**src/rtl/dma_seq_pkg.sv**
```systemverilog
package dma_seq_pkg;

    typedef enum logic [2:0] {
        S_IDLE,
        S_FETCH,
        S_XFER,
        S_HOLD,
        S_WB
    } seq_state_e;

    localparam logic [3:0] OP_NOP  = 4'd6;
    localparam logic [3:0] OP_STOP = 4'd7;
    localparam logic [3:0] OP_LAST_XFER = 4'd5;

    localparam int unsigned DESC_BYTES = 16;
    localparam int unsigned WB_OFFSET  = 12;

endpackage

```
**src/rtl/dma_cond_eval.sv**
```systemverilog
module dma_cond_eval (
    input  logic [1:0] code,
    input  logic       cond,
    output logic       take
);
    // 0 never, 1 on cond true, 2 on cond false, 3 always
    always_comb begin
        unique case (code)
            2'd0:    take = 1'b0;
            2'd1:    take = cond;
            2'd2:    take = ~cond;
            default: take = 1'b1;
        endcase
    end
endmodule

```
**src/rtl/dma_residual.sv**
```systemverilog
module dma_residual #(
    parameter int unsigned CW = 16
) (
    input  logic [CW-1:0] requested,
    input  logic [CW-1:0] moved,
    output logic [CW-1:0] residual
);
    always_comb begin
        if (moved >= requested) residual = '0;
        else                    residual = requested - moved;
    end
endmodule

```
**src/rtl/dma_cmd_seq.sv**
```systemverilog
module dma_cmd_seq
    import dma_seq_pkg::*;
#(
    parameter int unsigned AW = 32,
    parameter int unsigned CW = 16
) (
    input  logic          clk,
    input  logic          rst_n,
    input  logic          start,
    input  logic [AW-1:0] start_addr,
    input  logic          stop,
    input  logic          wake,
    input  logic [7:0]    dev_status,
    input  logic          cond_int,
    input  logic          cond_branch,
    input  logic          cond_wait,
    output logic          desc_req,
    output logic          desc_we,
    output logic [AW-1:0] desc_addr,
    output logic [31:0]   desc_wdata,
    input  logic [31:0]   desc_rdata,
    input  logic          desc_ack,
    output logic          xfer_req,
    output logic [2:0]    xfer_cmd,
    output logic [AW-1:0] xfer_addr,
    output logic [CW-1:0] xfer_count,
    input  logic          xfer_ack,
    input  logic [CW-1:0] xfer_done,
    output logic          irq,
    output logic [15:0]   chan_status
);
    localparam int unsigned NCOND = 3;
    localparam int unsigned STAT_W = 16;
    localparam int unsigned IDX_W = 2;
    localparam logic [IDX_W-1:0] LAST_IDX = IDX_W'(2);

    typedef struct packed {
        seq_state_e      state;
        logic [IDX_W-1:0] idx;
        logic [AW-1:0]   ptr;
        logic [CW-1:0]   req_cnt;
        logic [3:0]      cmd;
        logic [1:0]      int_code;
        logic [1:0]      br_code;
        logic [1:0]      wt_code;
        logic [AW-1:0]   data_addr;
        logic [AW-1:0]   br_target;
        logic [CW-1:0]   done_cnt;
        logic            run;
        logic            active;
        logic            br_bit;
        logic            irq;
    } seq_regs_t;

    seq_regs_t q, d;

    // condition decisions: 0 interrupt, 1 branch, 2 wait
    logic [NCOND-1:0] cond_vec;
    logic [NCOND-1:0] take_vec;
    logic [1:0]       code_vec [NCOND];
    logic             int_take, br_take, wt_take;
    logic [CW-1:0]    residual;
    logic [STAT_W-1:0] wb_status;

    assign cond_vec    = {cond_wait, cond_branch, cond_int};
    assign code_vec[0] = q.int_code;
    assign code_vec[1] = q.br_code;
    assign code_vec[2] = q.wt_code;

    for (genvar g = 0; g < NCOND; g++) begin : g_cond
        dma_cond_eval u_eval (
            .code (code_vec[g]),
            .cond (cond_vec[g]),
            .take (take_vec[g])
        );
    end

    assign int_take = take_vec[0];
    assign br_take  = take_vec[1];
    assign wt_take  = take_vec[2];

    dma_residual #(.CW(CW)) u_resid (
        .requested (q.req_cnt),
        .moved     (q.done_cnt),
        .residual  (residual)
    );

    assign wb_status = {q.run, 4'b0000, q.active, 1'b0, br_take, dev_status};

    always_comb begin
        d     = q;
        d.irq = 1'b0;
        if (stop) d.run = 1'b0;
        unique case (q.state)
            S_IDLE: begin
                if (start) begin
                    d.ptr    = start_addr;
                    d.run    = 1'b1;
                    d.active = 1'b1;
                    d.idx    = '0;
                    d.state  = S_FETCH;
                end else if (wake && q.run && !q.active) begin
                    d.active = 1'b1;
                    d.idx    = '0;
                    d.state  = S_FETCH;
                end
            end
            S_FETCH: begin
                if (desc_ack) begin
                    unique case (q.idx)
                        2'd0: begin
                            d.req_cnt  = desc_rdata[CW-1:0];
                            d.cmd      = desc_rdata[19:16];
                            d.int_code = desc_rdata[21:20];
                            d.br_code  = desc_rdata[23:22];
                            d.wt_code  = desc_rdata[25:24];
                        end
                        2'd1:    d.data_addr = desc_rdata[AW-1:0];
                        default: d.br_target = desc_rdata[AW-1:0];
                    endcase
                    d.idx = q.idx + 1'b1;
                    if (q.idx == LAST_IDX) begin
                        if (q.cmd <= OP_LAST_XFER) begin
                            d.state = S_XFER;
                        end else if (q.cmd == OP_NOP) begin
                            d.done_cnt = '0;
                            d.state    = S_HOLD;
                        end else begin
                            d.active = 1'b0;
                            d.state  = S_IDLE;
                        end
                    end
                end
            end
            S_XFER: begin
                if (xfer_ack) begin
                    d.done_cnt = xfer_done;
                    d.state    = S_HOLD;
                end
            end
            S_HOLD: begin
                if (!wt_take) d.state = S_WB;
            end
            S_WB: begin
                if (desc_ack) begin
                    d.br_bit = br_take;
                    d.irq    = int_take;
                    d.ptr    = br_take ? q.br_target : q.ptr + AW'(DESC_BYTES);
                    d.idx    = '0;
                    d.active = d.run;
                    d.state  = d.run ? S_FETCH : S_IDLE;
                end
            end
            default: d.state = S_IDLE;
        endcase
    end

    always_ff @(posedge clk) begin
        if (!rst_n) begin
            q        <= '0;
            q.state  <= S_IDLE;
        end else begin
            q <= d;
        end
    end

    assign desc_req    = (q.state == S_FETCH) || (q.state == S_WB);
    assign desc_we     = (q.state == S_WB);
    assign desc_addr   = (q.state == S_WB) ? q.ptr + AW'(WB_OFFSET)
                                           : q.ptr + AW'({q.idx, 2'b00});
    assign desc_wdata  = {residual, wb_status};
    assign xfer_req    = (q.state == S_XFER);
    assign xfer_cmd    = q.cmd[2:0];
    assign xfer_addr   = q.data_addr;
    assign xfer_count  = q.req_cnt;
    assign irq         = q.irq;
    assign chan_status = {q.run, 4'b0000, q.active, 1'b0, q.br_bit, dev_status};

    // ---------------- assertions ----------------
    assert_ports_exclusive_R3: assert property (@(posedge clk) disable iff (!rst_n)
        !(desc_req && xfer_req));

    assert_desc_hold_R2: assert property (@(posedge clk) disable iff (!rst_n)
        desc_req && !desc_ack |=> desc_req && $stable(desc_addr) && $stable(desc_we));

    assert_xfer_hold_R3: assert property (@(posedge clk) disable iff (!rst_n)
        xfer_req && !xfer_ack |=> xfer_req && $stable(xfer_count) && $stable(xfer_addr));

    assert_irq_after_wb_R7: assert property (@(posedge clk) disable iff (!rst_n)
        irq |-> $past(desc_req && desc_we && desc_ack));

    assert_irq_single_R7: assert property (@(posedge clk) disable iff (!rst_n)
        irq |=> !irq);

    assert_wait_blocks_wb_R8: assert property (@(posedge clk) disable iff (!rst_n)
        (q.state == S_HOLD && wt_take) |=> !desc_req);

    assert_inactive_quiet_R10: assert property (@(posedge clk) disable iff (!rst_n)
        !chan_status[10] |-> !desc_req && !xfer_req);

    assert_wb_offset_R4: assert property (@(posedge clk) disable iff (!rst_n)
        desc_req && desc_we |-> desc_addr[3:0] == 4'hC);

endmodule

```
**config.mk**
```make
export PLATFORM = sky130hd
export DESIGN_NAME = dma_cmd_seq
export DESIGN_NICKNAME = d
export VERILOG_FILES = /design/src/rtl/dma_seq_pkg.sv /design/src/rtl/dma_cond_eval.sv /design/src/rtl/dma_residual.sv /design/src/rtl/dma_cmd_seq.sv
export SDC_FILE = /design/constraint.sdc
export NUM_CORES = 1
export LEC_CHECK = 0
export BUFFER_PORTS_ARGS = -buffer_cell sky130_fd_sc_hd__buf_2
export CORE_MARGIN = 2
export CORE_UTILIZATION = 41
export DETAILED_ROUTE_END_ITERATION = 10
export GPL_TIMING_DRIVEN = 1
export PLACE_DENSITY_LB_ADDON = 0.2
export SETUP_SLACK_MARGIN = 0.5
export SYNTH_ARGS = -nofsm -noshare
export SYNTH_HDL_FRONTEND = slang
export SYNTH_HIERARCHICAL = 1
export SYNTH_SLANG_ARGS = --single-unit
```
**constraint.sdc**
```tcl
create_clock -name clk -period 8 [get_ports clk]
set_clock_uncertainty 0.1 [all_clocks]
set_input_delay 2.4 -clock clk [delete_from_list [all_inputs] [get_ports clk]]
set_output_delay 2.4 -clock clk [all_outputs]
set_load 0.03 [all_outputs]
```
-- Yosys cells after proc, flatten, opt, wreduce, memory -nomap -nowiden
Index checks and enable logic that the tools add are counted.
- equality and inequality tests: 23
- reductions and logical operators: 23
- mux-type cells: 37
- $add $sub $neg: 5
- bitwise gates (word level): 4
- $lt $le $gt $ge: 2
- operators with widths (cell ; count):
    2-to-1 mux 16 bit ; 6
    2-to-1 mux 32 bit ; 3
    case mux 32 bit (2 select lines) ; 1
    2-to-1 mux 37 bit ; 1
    adder 32 x 4 -> 32 bit ; 1
    adder 32 x 4 -> 32 bit, second input constant ; 1
    adder 32 x 5 -> 32 bit, second input constant ; 1
    case mux 16 bit (2 select lines) ; 1
    >= comparator 16 bit ; 1
    subtractor 16 bit ; 1
    2-to-1 mux 3 bit ; 5
    2-to-1 mux 5 bit ; 3
    case mux 3 bit (5 select lines) ; 1
    AND reduction 3 bit ; 5
    != test 2 bit, second input constant ; 7
    case mux 1 bit (3 select lines) ; 4
    AND reduction 6 bit ; 2
    2-to-1 mux 1 bit ; 10
    equality test 2 x 1 -> 1 bit, second input constant ; 4
    equality test 2 bit, second input constant ; 4
    zero test 2 bit ; 4
    AND reduction 7 bit ; 1
    equality test 3 x 2 -> 1 bit, second input constant ; 2
    case mux 2 bit (3 select lines) ; 1
    other kinds (18) ; 24
- logic and storage cells: 109
- input bits: 98
- output and inout bits: 135
- register bits: 147

-- Depth between registers and ports, before layout
Gate-level depths: netlist of run 1.
- depth in word-level cells: 6
- gate-level depth with buffers: 13
- depth with buffers taken out: 9

-- Hierarchy
Netlist of run 1, hierarchy kept.
- by module, submodules not included (module ; area each (um^2) ; sequential area each (um^2) ; instances ; cells each):
    dma_cmd_seq ; 7805.0 ; 2942.8 ; 1 ; 1050
    dma_residual ; 974.7 ; 0.0 ; 1 ; 144
    dma_cond_eval ; 15.0 ; 0.0 ; 3 ; 1

-- Worst setup path after synthesis of run 1
No wires, ideal clock.
- path type: flip-flop to output port
- start: register q[146] in the netlist's numbering
- end: output port desc_addr[14]
- cell stages (with the launch flop): 14
- arrival: 3.095 ns
- required time: 5.500 ns
- slack: 2.405 ns
- cells stage by stage: dfxtp_1 buf_4 or3b_1 buf_6 clkbuf_1 clkbuf_1 nand2_1 ha_1 inv_1 fa_1 clkbuf_1 nor2_1 and3_1 xor2_1
- word-level cells in the longest chain between the ends: 2
- ends and longest elaborated chain (element ; line ; RTL):
    start, declared ; dma_cmd_seq.sv:55 ; seq_regs_t q, d;
    equality test 3 bit ; dma_cmd_seq.sv:169 ; assign desc_addr = (q.state == S_WB) ? q.ptr + AW'(WB_OFFSET)
    2-to-1 mux 32 bit ; dma_cmd_seq.sv:169 ;
    end, declared ; dma_cmd_seq.sv:19 ; output logic [AW-1:0] desc_addr,
Every way passes these cells.

-- Worst setup path in the final report of run 1
- start: input port cond_branch
- end: output port desc_wdata[8]
- word-level cells in the longest chain between the ends: 2
- ends and longest elaborated chain (element ; line ; RTL):
    start, declared ; dma_cmd_seq.sv:15 ; input logic cond_branch,
    inverter 1 bit ; dma_cond_eval.sv:11 ; 2'd2: take = ~cond;
    case mux 1 bit (3 select lines) (*) ; dma_cond_eval.sv:8 ; unique case (code)
    end, declared ; dma_cmd_seq.sv:20 ; output logic [31:0] desc_wdata,
Mark *: on every way between the ends. The rest lies on a longest branch, timed or not.

==> results of run 1 <==
cells in the final DEF (no fill, tap or decap), types with 10 or more instances in the layout:
cell type and n:
a21oi_1 154, o21ai_0 36, nor3_1 22, nand3_1 30, and3_1 10, clkbuf_16 17
xnor2_1 25, inv_1 38, dfxtp_1 147, buf_2 198, conb_1 10, nor2_1 74
nand2_1 251, ha_1 22, xor2_1 23, nand4_1 15, a22oi_1 17
power by group through the flow:
stage / Combinational [W] / Clock [W] / Sequential, W
final: 0.00133 / 0.000860 / 0.000940
after global routing: 0.00146 / 0.000903 / 0.000955
after CTS: 0.00133 / 0.000873 / 0.000936
after detailed placement: 0.00133 / 0 / 0.000951
after global placement: 0.00132 / 0 / 0.000949
after floorplan: 0.00115 / 0 / 0.000871
sequential cells by signal, indices dropped and copies added (netlist names):
name,flops
q,86
chan_status,3
code_vec,6
xfer_addr,32
xfer_cmd,3
irq,1
xfer_count,16
logic make-up after synthesis:
family                   after synthesis  share of synthesized area (%)
XOR/XNOR                              48                           4.76
flip-flops                           147                           33.3
adder cells (fa/ha/maj)               24                           3.57
buffers and inverters                214                           13.5
multiplexers                          15                           1.97
AO/OA/AOI/OAI                        280                           19.0
other                                  1                         0.0425
AND/OR/NAND/NOR                      468                           23.8
per-layer routing:
metal | up-vias | share of wire, %
met5 | - | 0
met3 | 31 | 7.1
met1 | 3771 | 48
met4 | 0 | 1.6
met2 | 306 | 44
li1 | 4081 | -
stage by stage:
step                hold WS (ns)  cells  utilization (%)  area, um2
global route               0.370   1543             46.7       9840
global placement           0.339   1512             43.7       9210
detailed placement         0.344   1512             43.7       9210
CTS                        0.352   1543             46.7       9840
floorplan                  0.331   1206                -       8860
finish                     0.351   1543             46.7       9840
final cells by class:
class,count,area share (%)
multi-input combinational,845,48.0
sequential,147,29.9
timing repair buffer,205,10.6
clock buffer,22,4.82
tap,275,3.50
inverter,40,1.60
clock inverter,9,1.55
worst max-delay path by stage:
stage	to	slack, ns	cells after the start
floorplan	desc_addr[14]	2.40	13
global placement	desc_wdata[8]	2.18	3
detailed placement	desc_wdata[8]	2.17	3
CTS	desc_wdata[8]	2.18	3
global route	desc_wdata[8]	2.12	3
finish	desc_wdata[8]	2.19	3
critical path, stage by stage:
cell and delay (ns):
buf_2 0.10, mux2_4 0.52, buf_2 0.29
==> impl_results.md, run 1 <==
* Met3 Use GR at 4.36%
* Setup TNS at 0 ns
* Initial Utilization at 41.8%
* Via count at 8,189
* Total Power at 0.00313 W
* Register area at 2940 um2
* Die Area at 22,700 um2
* Reg-to-Reg Start: q[146]
* Vias per inst at 5.31
* Switching Share at 42.4%
* Achievable frequency at 172 MHz
* Slew headroom at 20.8%
* Grt ovf at 0
* Peak VDD IR at 0.159 mV
* CTS Buf Count at 17
* Area of the multi-input gates at 4720 um2
* Die width at 151 um
* Initial antenna violation count at 0
* Final hold viol count at 0
* FF-to-FF End: q[110]
* CP Launch Point: cond_branch
* Leakage at 3.98 nW
* GRT Util Overall at 22.7%
* First-pass GRT wire length at 40,500 um
* CTS tree: built
* Port Buf Inserts at 198
* Hold Path Sink: xfer_addr[11]
* Setup Crit Path Kind: input port to primary output
* Max clock buf depth at 2
* Netlist cell types at 67
* Post-DRT Antenna Nets at 0
* Max Fanout on Critical Path at 52
* Drt drc at 0
* Core Footprint at 21,100 um2
* Met1 usage in global routing at 33.4%
* Cells on worst reg2reg path at 6
* #FFs+latches synth at 147
* Hold crit path type: flip-flop to flip-flop
* M2 GR Usage at 33.7%
* R2R Setup Slk at 5.25 ns
* Seq pwr share at 30.0%
* Routed wire length at 26,200 um
* Tcrit/Tclk final at 72.7%
* Max-slew violation count at 0
* Ys Warns at 6
* Setup bufs post-CTS at 0
* Layout cells sized above 1 at 20.7%
* First-pass DRT Iterations at 5
* Largest net degree at the start of global routing at 103
* 1st-iter DRT viols at 727
* Final min period at 5.81 ns
* Pre-CTS setup slack at 2.17 ns
* Final-stage net count at 1,378
* Synth top area share at 33.3%
* Routed len/inst at 16.9 um
* Die Ht at 151 um
* I/O pin cnt at 233
* Number of global-route vias before repair at 7,324
* EDFF count, synth at 0
* Status: finished, final reports clean
* Ant diodes at 0
* Largest area contributor in the netlist: dfxtp_1
* P_sw at 0.00133 W
* Max Cap Violations at 0
* Skew-Pair Late Insertion Delay at 0.43 ns
* Top_reg_cell synth: dfxtp_1
* Depth of the worst hold-timing path at 2
* CTS clk-pin slew, worst paths at 0.06 ns
* Internal Power at 0.00180 W
* CTS resizes at 0
* HPWL Detailed at 18,800 um
* WP data arrival at 3.31 ns
* Num rows at 53
* CP Capture Type: primary output
* Gp weighted congestion at 0.887
* TritonCTS Sinks at 147
* Setup violators final at 0
* Clock power frac at 27.5%
* Hold wc startpoint: xfer_addr[11]
* Sequential fraction of the synthesis area at 33.3%
* Synth top area cells: dfxtp_1 (33%), nand2_1 (11%), a21oi_1 (8.7%), buf_4 (7.4%), nor2_1 (3.1%)
* Htree depth at 4
* Post-Syn Area at 8820 um2
* Syn Inst Count at 1,197
* Avg Inst Size Synth at 7.37 um2
* RSZ-0062 raised after global routing: false
* Synth top cells by count: nand2_1 (251), a21oi_1 (154), dfxtp_1 (147)
* Crit start category: input port
* Pwr/cell area at 318 nW/um2
* Post-CTS Hold Fix Bufs at 0
* Final WS setup at 2.19 ns
* Most Crowded Layer GR: met2
* FFs w/ async S/R, synth at 0%
* Final-layout fill cell count at 2,222
* Count leader, synth: nand2_1
* Worst slew pin tran at 1.19 ns
* Logic pwr share at 42.5%
* CP required at 5.50 ns
* Area delta synth->final at 11.5%
* CTS root buf: clkbuf_16
Power figures use the tool's default switching activity.
==> inputs of run 2 (changes only) <==
Clock period 8 ns to 5.1 ns, I/O delays scaled along.
==> run 2 against run 1 <==
Cell count increased by 0.71%. Combinational power rose by 60%. Die area did not move. Clock-buffer cell count is the same. Via count grew 1.3%.
==> impl_results.md, run 2 (synthesis gave the netlist of run 1 again) <==
* First-pass DRT Iterations at 5
* Hold crit path type: flip-flop to flip-flop
* Achievable frequency at 222 MHz
* Vias per inst at 5.34
* Hold wc startpoint: q[37]
* Htree depth at 4
* Final min period at 4.51 ns
* Routed wire length at 26,500 um
* Core Footprint at 21,100 um2
* Setup Crit Path Kind: flip-flop to primary output
* Via count at 8,292
* CP Launch Point: q[144]
* Worst slew pin tran at 1.09 ns
* Pwr/cell area at 489 nW/um2
* Post-CTS Hold Fix Bufs at 0
* Area delta synth->final at 13.5%
* Final Instance Count excl. Fillers at 1,554
* HPWL Detailed at 18,900 um
* Logic pwr share at 43.5%
* Grt ovf at 0
* Clock power frac at 26.3%
* Area of the multi-input gates at 4830 um2
* Most frequent cells in the layout: nand2_1 (251), buf_2 (194), a21oi_1 (154)
* Initial antenna violation count at 0
* Most common cell after layout, fill and taps aside: nand2_1
* Tcrit/Tclk final at 88.4%
* Num rows at 53
* I/O pin cnt at 233
* Setup violators final at 0
* Final hold viol count at 0
* Reg-to-Reg Start: q[144]
* Max Fanout on Critical Path at 16
* Final-layout fill cell count at 2,185
* Port Buf Inserts at 198
* Final-stage net count at 1,388
* Register area at 2950 um2
* Slew headroom at 27.0%
* CTS Buf Count at 17
* Layout cells sized above 1 at 22.8%
* GRT Util Overall at 22.9%
* Crit start category: flip-flop
* Inst Count DP at 1,518
* R2R Setup Slk at 2.42 ns
* CTS tree: built
* Max Cap Violations at 0
* Most flops, register: q
* Gp weighted congestion at 0.852
* Skew-Pair Late Insertion Delay at 0.42 ns
* Final hold slack at 0.350 ns
* Initial Utilization at 41.8%
* Ant diodes at 0
* Peak VDD IR at 0.437 mV
* CP required at 3.47 ns
* CP Capture Type: primary output
* Setup TNS at 0 ns
* Internal Power at 0.00278 W
* Leakage at 4.07 nW
* 1st-iter DRT viols at 651
* Max FFs per register at 86
* Max-slew violation count at 0
* CTS clk-pin slew, worst paths at 0.06 ns
* Seq pwr share at 30.2%
* Status: finished, final reports clean
* Die Area at 22,700 um2
* RSZ-0062 raised after global routing: true
* Drt drc at 0
* WP data arrival at 2.88 ns
* Largest net degree at the start of global routing at 78
* Post-DRT Antenna Nets at 0
* TritonCTS Sinks at 147
* CTS root buf: clkbuf_16
* Die Ht at 151 um
* Die width at 151 um
* Max clock buf depth at 2
* Number of global-route vias before repair at 7,278
* Routed len/inst at 17.1 um
* P_sw at 0.00212 W
* First-pass GRT wire length at 40,800 um
* Switching Share at 43.2%
-- run 2: worst max-delay path: stages, from the launching register on --
cell and delay (ns):
dfxtp_4 0.39, or3b_1 0.38, buf_4 0.19, nand2_1 0.08
ha_1 0.16, inv_1 0.06, fa_2 0.50, nor2_4 0.17
and3_4 0.21, xor2_2 0.12, clkbuf_4 0.19
-- run 2: worst paths after layout --
path         cells past startpoint             to
max reg2reg                      7         q[110]
min                              2          q[37]
max                             10  desc_addr[14]
min reg2reg                      2          q[37]
-- run 2: stage by stage --
step / instance area, um2 / setup WS, ns / power, W / utilization [%]
2_1_floorplan: 8900 / 0.466 / 0.00318 / -
6_report: 10000 / 0.590 / 0.00490 / 47.5
4_1_cts: 9920 / 0.438 / 0.00488 / 47.1
5_1_grt: 10000 / 0.477 / 0.00519 / 47.5
3_5_place_dp: 9300 / 0.650 / 0.00358 / 44.1
3_3_place_gp: 9300 / 0.688 / 0.00358 / 44.1
-- run 2: final cells by class --
class,instances,area share [%]
multi-input combinational,845,48.2
sequential,147,29.5
timing repair buffer,215,11.3
clock buffer,22,4.83
tap,275,3.43
inverter,40,1.57
clock inverter,10,1.22
-- run 2: routing by layer --
layer	GRT usage (%)	up-vias	share of wire, %
li1	-	4108	-
met1	33.8	3851	47
met2	33.6	307	44
met3	4.85	26	7.3
met4	6.17	0	1.4
met5	0	-	0
-- run 2: timing repair --
item | in CTS | in global routing
endpoints found under the setup margin | 11 | 17
buffers inserted | 0 | 4
gates resized for setup | 4 | 19
hold endpoints to repair | 0 | 0
pin swaps | 0 | 3
-- run 2: power by group through the flow --
stage	combinational (W)	sequential [W]	clock, W
2_1_floorplan	0.00182	0.00137	0
3_3_place_gp	0.00208	0.00150	0
3_5_place_dp	0.00209	0.00150	0
4_1_cts	0.00210	0.00147	0.00131
5_1_grt	0.00233	0.00150	0.00136
6_report	0.00213	0.00148	0.00129
==> inputs of run 3 (changes only) <==
Settings changed: ABC_CLOCK_PERIOD_IN_PS set to 5100, CORE_UTILIZATION 41 to 30.
==> run 3 against run 2 <==
Sequential share of layout area fell by 0.56 points. Combinational power rose by 8%. Highest routed layer unchanged. Register-to-register slack improved by 0.03 ns.
==> impl_results.md, run 3 (synthesis gave the netlist of run 1 again) <==
* First-pass DRT Iterations at 5
* TritonCTS Sinks at 147
* Area of the multi-input gates at 4850 um2
* Layout cells sized above 1 at 23.3%
* Tcrit/Tclk final at 86.5%
* Clock power frac at 25.6%
* I/O pin cnt at 233
* Slowest-stage cell, CP: fa_2
* Final WS setup at 0.690 ns
* Most frequent cells in the layout: nand2_1 (251), buf_2 (194), a21oi_1 (154)
* Via count at 8,256
* Core Footprint at 28,900 um2
* Pre-CTS setup slack at 0.662 ns
* FF-to-FF End: q[124]
* Logic pwr share at 45.2%
* Die Area at 30,800 um2
* Hold crit path type: flip-flop to flip-flop
* Max Cap Violations at 0
* Max-slew violation count at 0
* Port Buf Inserts at 198
* CP Capture Type: primary output
* Drt drc at 0
* Worst path depth at 11
* Final hold slack at 0.353 ns
* Critical path cell sequence: inv_1 -> ha_1 -> fa_2 -> nand2b_4 -> a21oi_4 -> o211ai_4 -> a21oi_4 -> o21ai_4 -> buf_4 -> nor2_1 -> buf_2
* R2R Setup Slk at 2.45 ns
* Slew headroom at 27.1%
* Buffers & Inverters on Critical Path at 3
* Crit start category: flip-flop
* Internal Power at 0.00288 W
* Initial antenna violation count at 1
* CTS Buf Count at 17
* Most flops, register: q
* Ant diodes at 0
* Skew-Pair Late Insertion Delay at 0.42 ns
* Largest net degree at the start of global routing at 52
* Max FFs per register at 86
* Final-layout fill cell count at 3,200
* Final hold viol count at 0
* Die width at 176 um
* Most used cell, CP: a21oi_4
* Final min period at 4.41 ns
* Routed wire length at 28,600 um
* Num rows at 62
* Switching Share at 43.3%
* Setup violators final at 0
* CP Launch Point: xfer_count[0]
* Cells on worst reg2reg path at 6
* Setup TNS at 0 ns
* WP data arrival at 2.78 ns
* Critical Path End: desc_wdata[21]
* Post-CTS Hold Fix Bufs at 0
* Gp weighted congestion at 0.854
* Initial Utilization at 30.6%
* P_sw at 0.00220 W
* Seq pwr share at 29.2%
* Post-DRT Antenna Nets at 0
* Area delta synth->final at 15.7%
* CTS root buf: clkbuf_16
* Max clock buf depth at 2
* GRT Util Overall at 18.0%
* Vias per inst at 4.95
* RSZ-0062 raised after global routing: true
* Worst slew pin tran at 1.09 ns
* Status: finished, final reports clean
* CTS clk-pin slew, worst paths at 0.06 ns
* Setup Crit Path Kind: flip-flop to primary output
* Family with the most delay on the worst path: compound AO/OA/AOI/OAI gates
* Register area at 2950 um2
* Final-stage net count at 1,395
* Leakage at 4.11 nW
* Htree depth at 4
* Number of global-route vias before repair at 7,552
* Pwr/cell area at 497 nW/um2
* CTS tree: built
* Reg-to-Reg Start: q[114]
* First-pass GRT wire length at 43,300 um
* Peak VDD IR at 0.308 mV
* Achievable frequency at 227 MHz
* Die Ht at 176 um
* Routed len/inst at 17.2 um
* Grt ovf at 0
* Max Fanout on Critical Path at 7
* HPWL Detailed at 21,000 um
* CP required at 3.47 ns
* Critical Path Max Stage Delay at 0.37 ns
* Most common cell after layout, fill and taps aside: nand2_1
* 1st-iter DRT viols at 590
run 3: cell count changes in the layout (fill, tap and decap cells not counted), sizes merged:
cell | previous run | this run
buf | 211 | 218
clkbuf | 26 | 21
clkinv | 1 | 5
bufinv | 2 | 3
clkinvlp | 6 | 5
inv | 41 | 40
o21ai | 37 | 38
run 3: per-layer routing:
| metal | up-vias | wire (um) | global-route usage (%) |
|---|---|---|---|
| met1 | 3835 | 14100 | 26.3 |
| met3 | 19 | 1860 | 4.16 |
| met5 | - | 0 | 0 |
| met2 | 279 | 12400 | 26.9 |
| met4 | 0 | 280 | 3.65 |
| li1 | 4123 | - | - |
run 3: area by class of cell:
type	instances	area share, %
inverters	40	1.54
clock buffers	18	4.30
clock inverters	13	1.57
multi-input cells	846	47.5
repair buffers	221	11.5
flip-flops and latches	147	28.9
well taps	384	4.71
run 3: what timing repair did:
item | CTS | global route
setup buffers | 0 | 8
endpoints found under the setup margin | 11 | 20
pin swaps | 0 | 4
gates cloned | 0 | 1
gates resized for setup | 5 | 19
run 3: tightest hold or removal path: stages, from the launching register on:
cell     delay [ns]
dfxtp_1        0.31
nand2_1        0.05
a21oi_1        0.05
run 3: stage by stage:
step / std cells / instance area, um2 / util [%] / total power, W
2_1_floorplan: 1206 / 8900 / - / 0.00318
3_3_place_gp: 1629 / 9450 / 32.8 / 0.00361
3_5_place_dp: 1629 / 9450 / 32.8 / 0.00361
4_1_cts: 1660 / 10100 / 34.9 / 0.00493
5_1_grt: 1669 / 10200 / 35.4 / 0.00537
6_report: 1669 / 10200 / 35.4 / 0.00508
run 3: worst min-delay path by stage:
stage,end,startpoint,cells past startpoint,slack (ns)
after floorplan,q[33],q[33],2,0.33
after global placement,xfer_addr[11],xfer_addr[11],2,0.34
after detailed placement,xfer_addr[11],xfer_addr[11],2,0.35
after CTS,q[42],q[42],2,0.35
after global routing,xfer_addr[11],xfer_addr[11],2,0.37
final,q[42],q[42],2,0.35
run 3: power groups by stage:
| stage | Clock (W) | Sequential, W | Combinational, W |
|---|---|---|---|
| finish | 0.00130 | 0.00148 | 0.00230 |
| global route | 0.00137 | 0.00151 | 0.00250 |
| CTS | 0.00132 | 0.00148 | 0.00212 |
| detailed placement | 0 | 0.00150 | 0.00211 |
| global placement | 0 | 0.00150 | 0.00211 |
| floorplan | 0 | 0.00137 | 0.00182 |
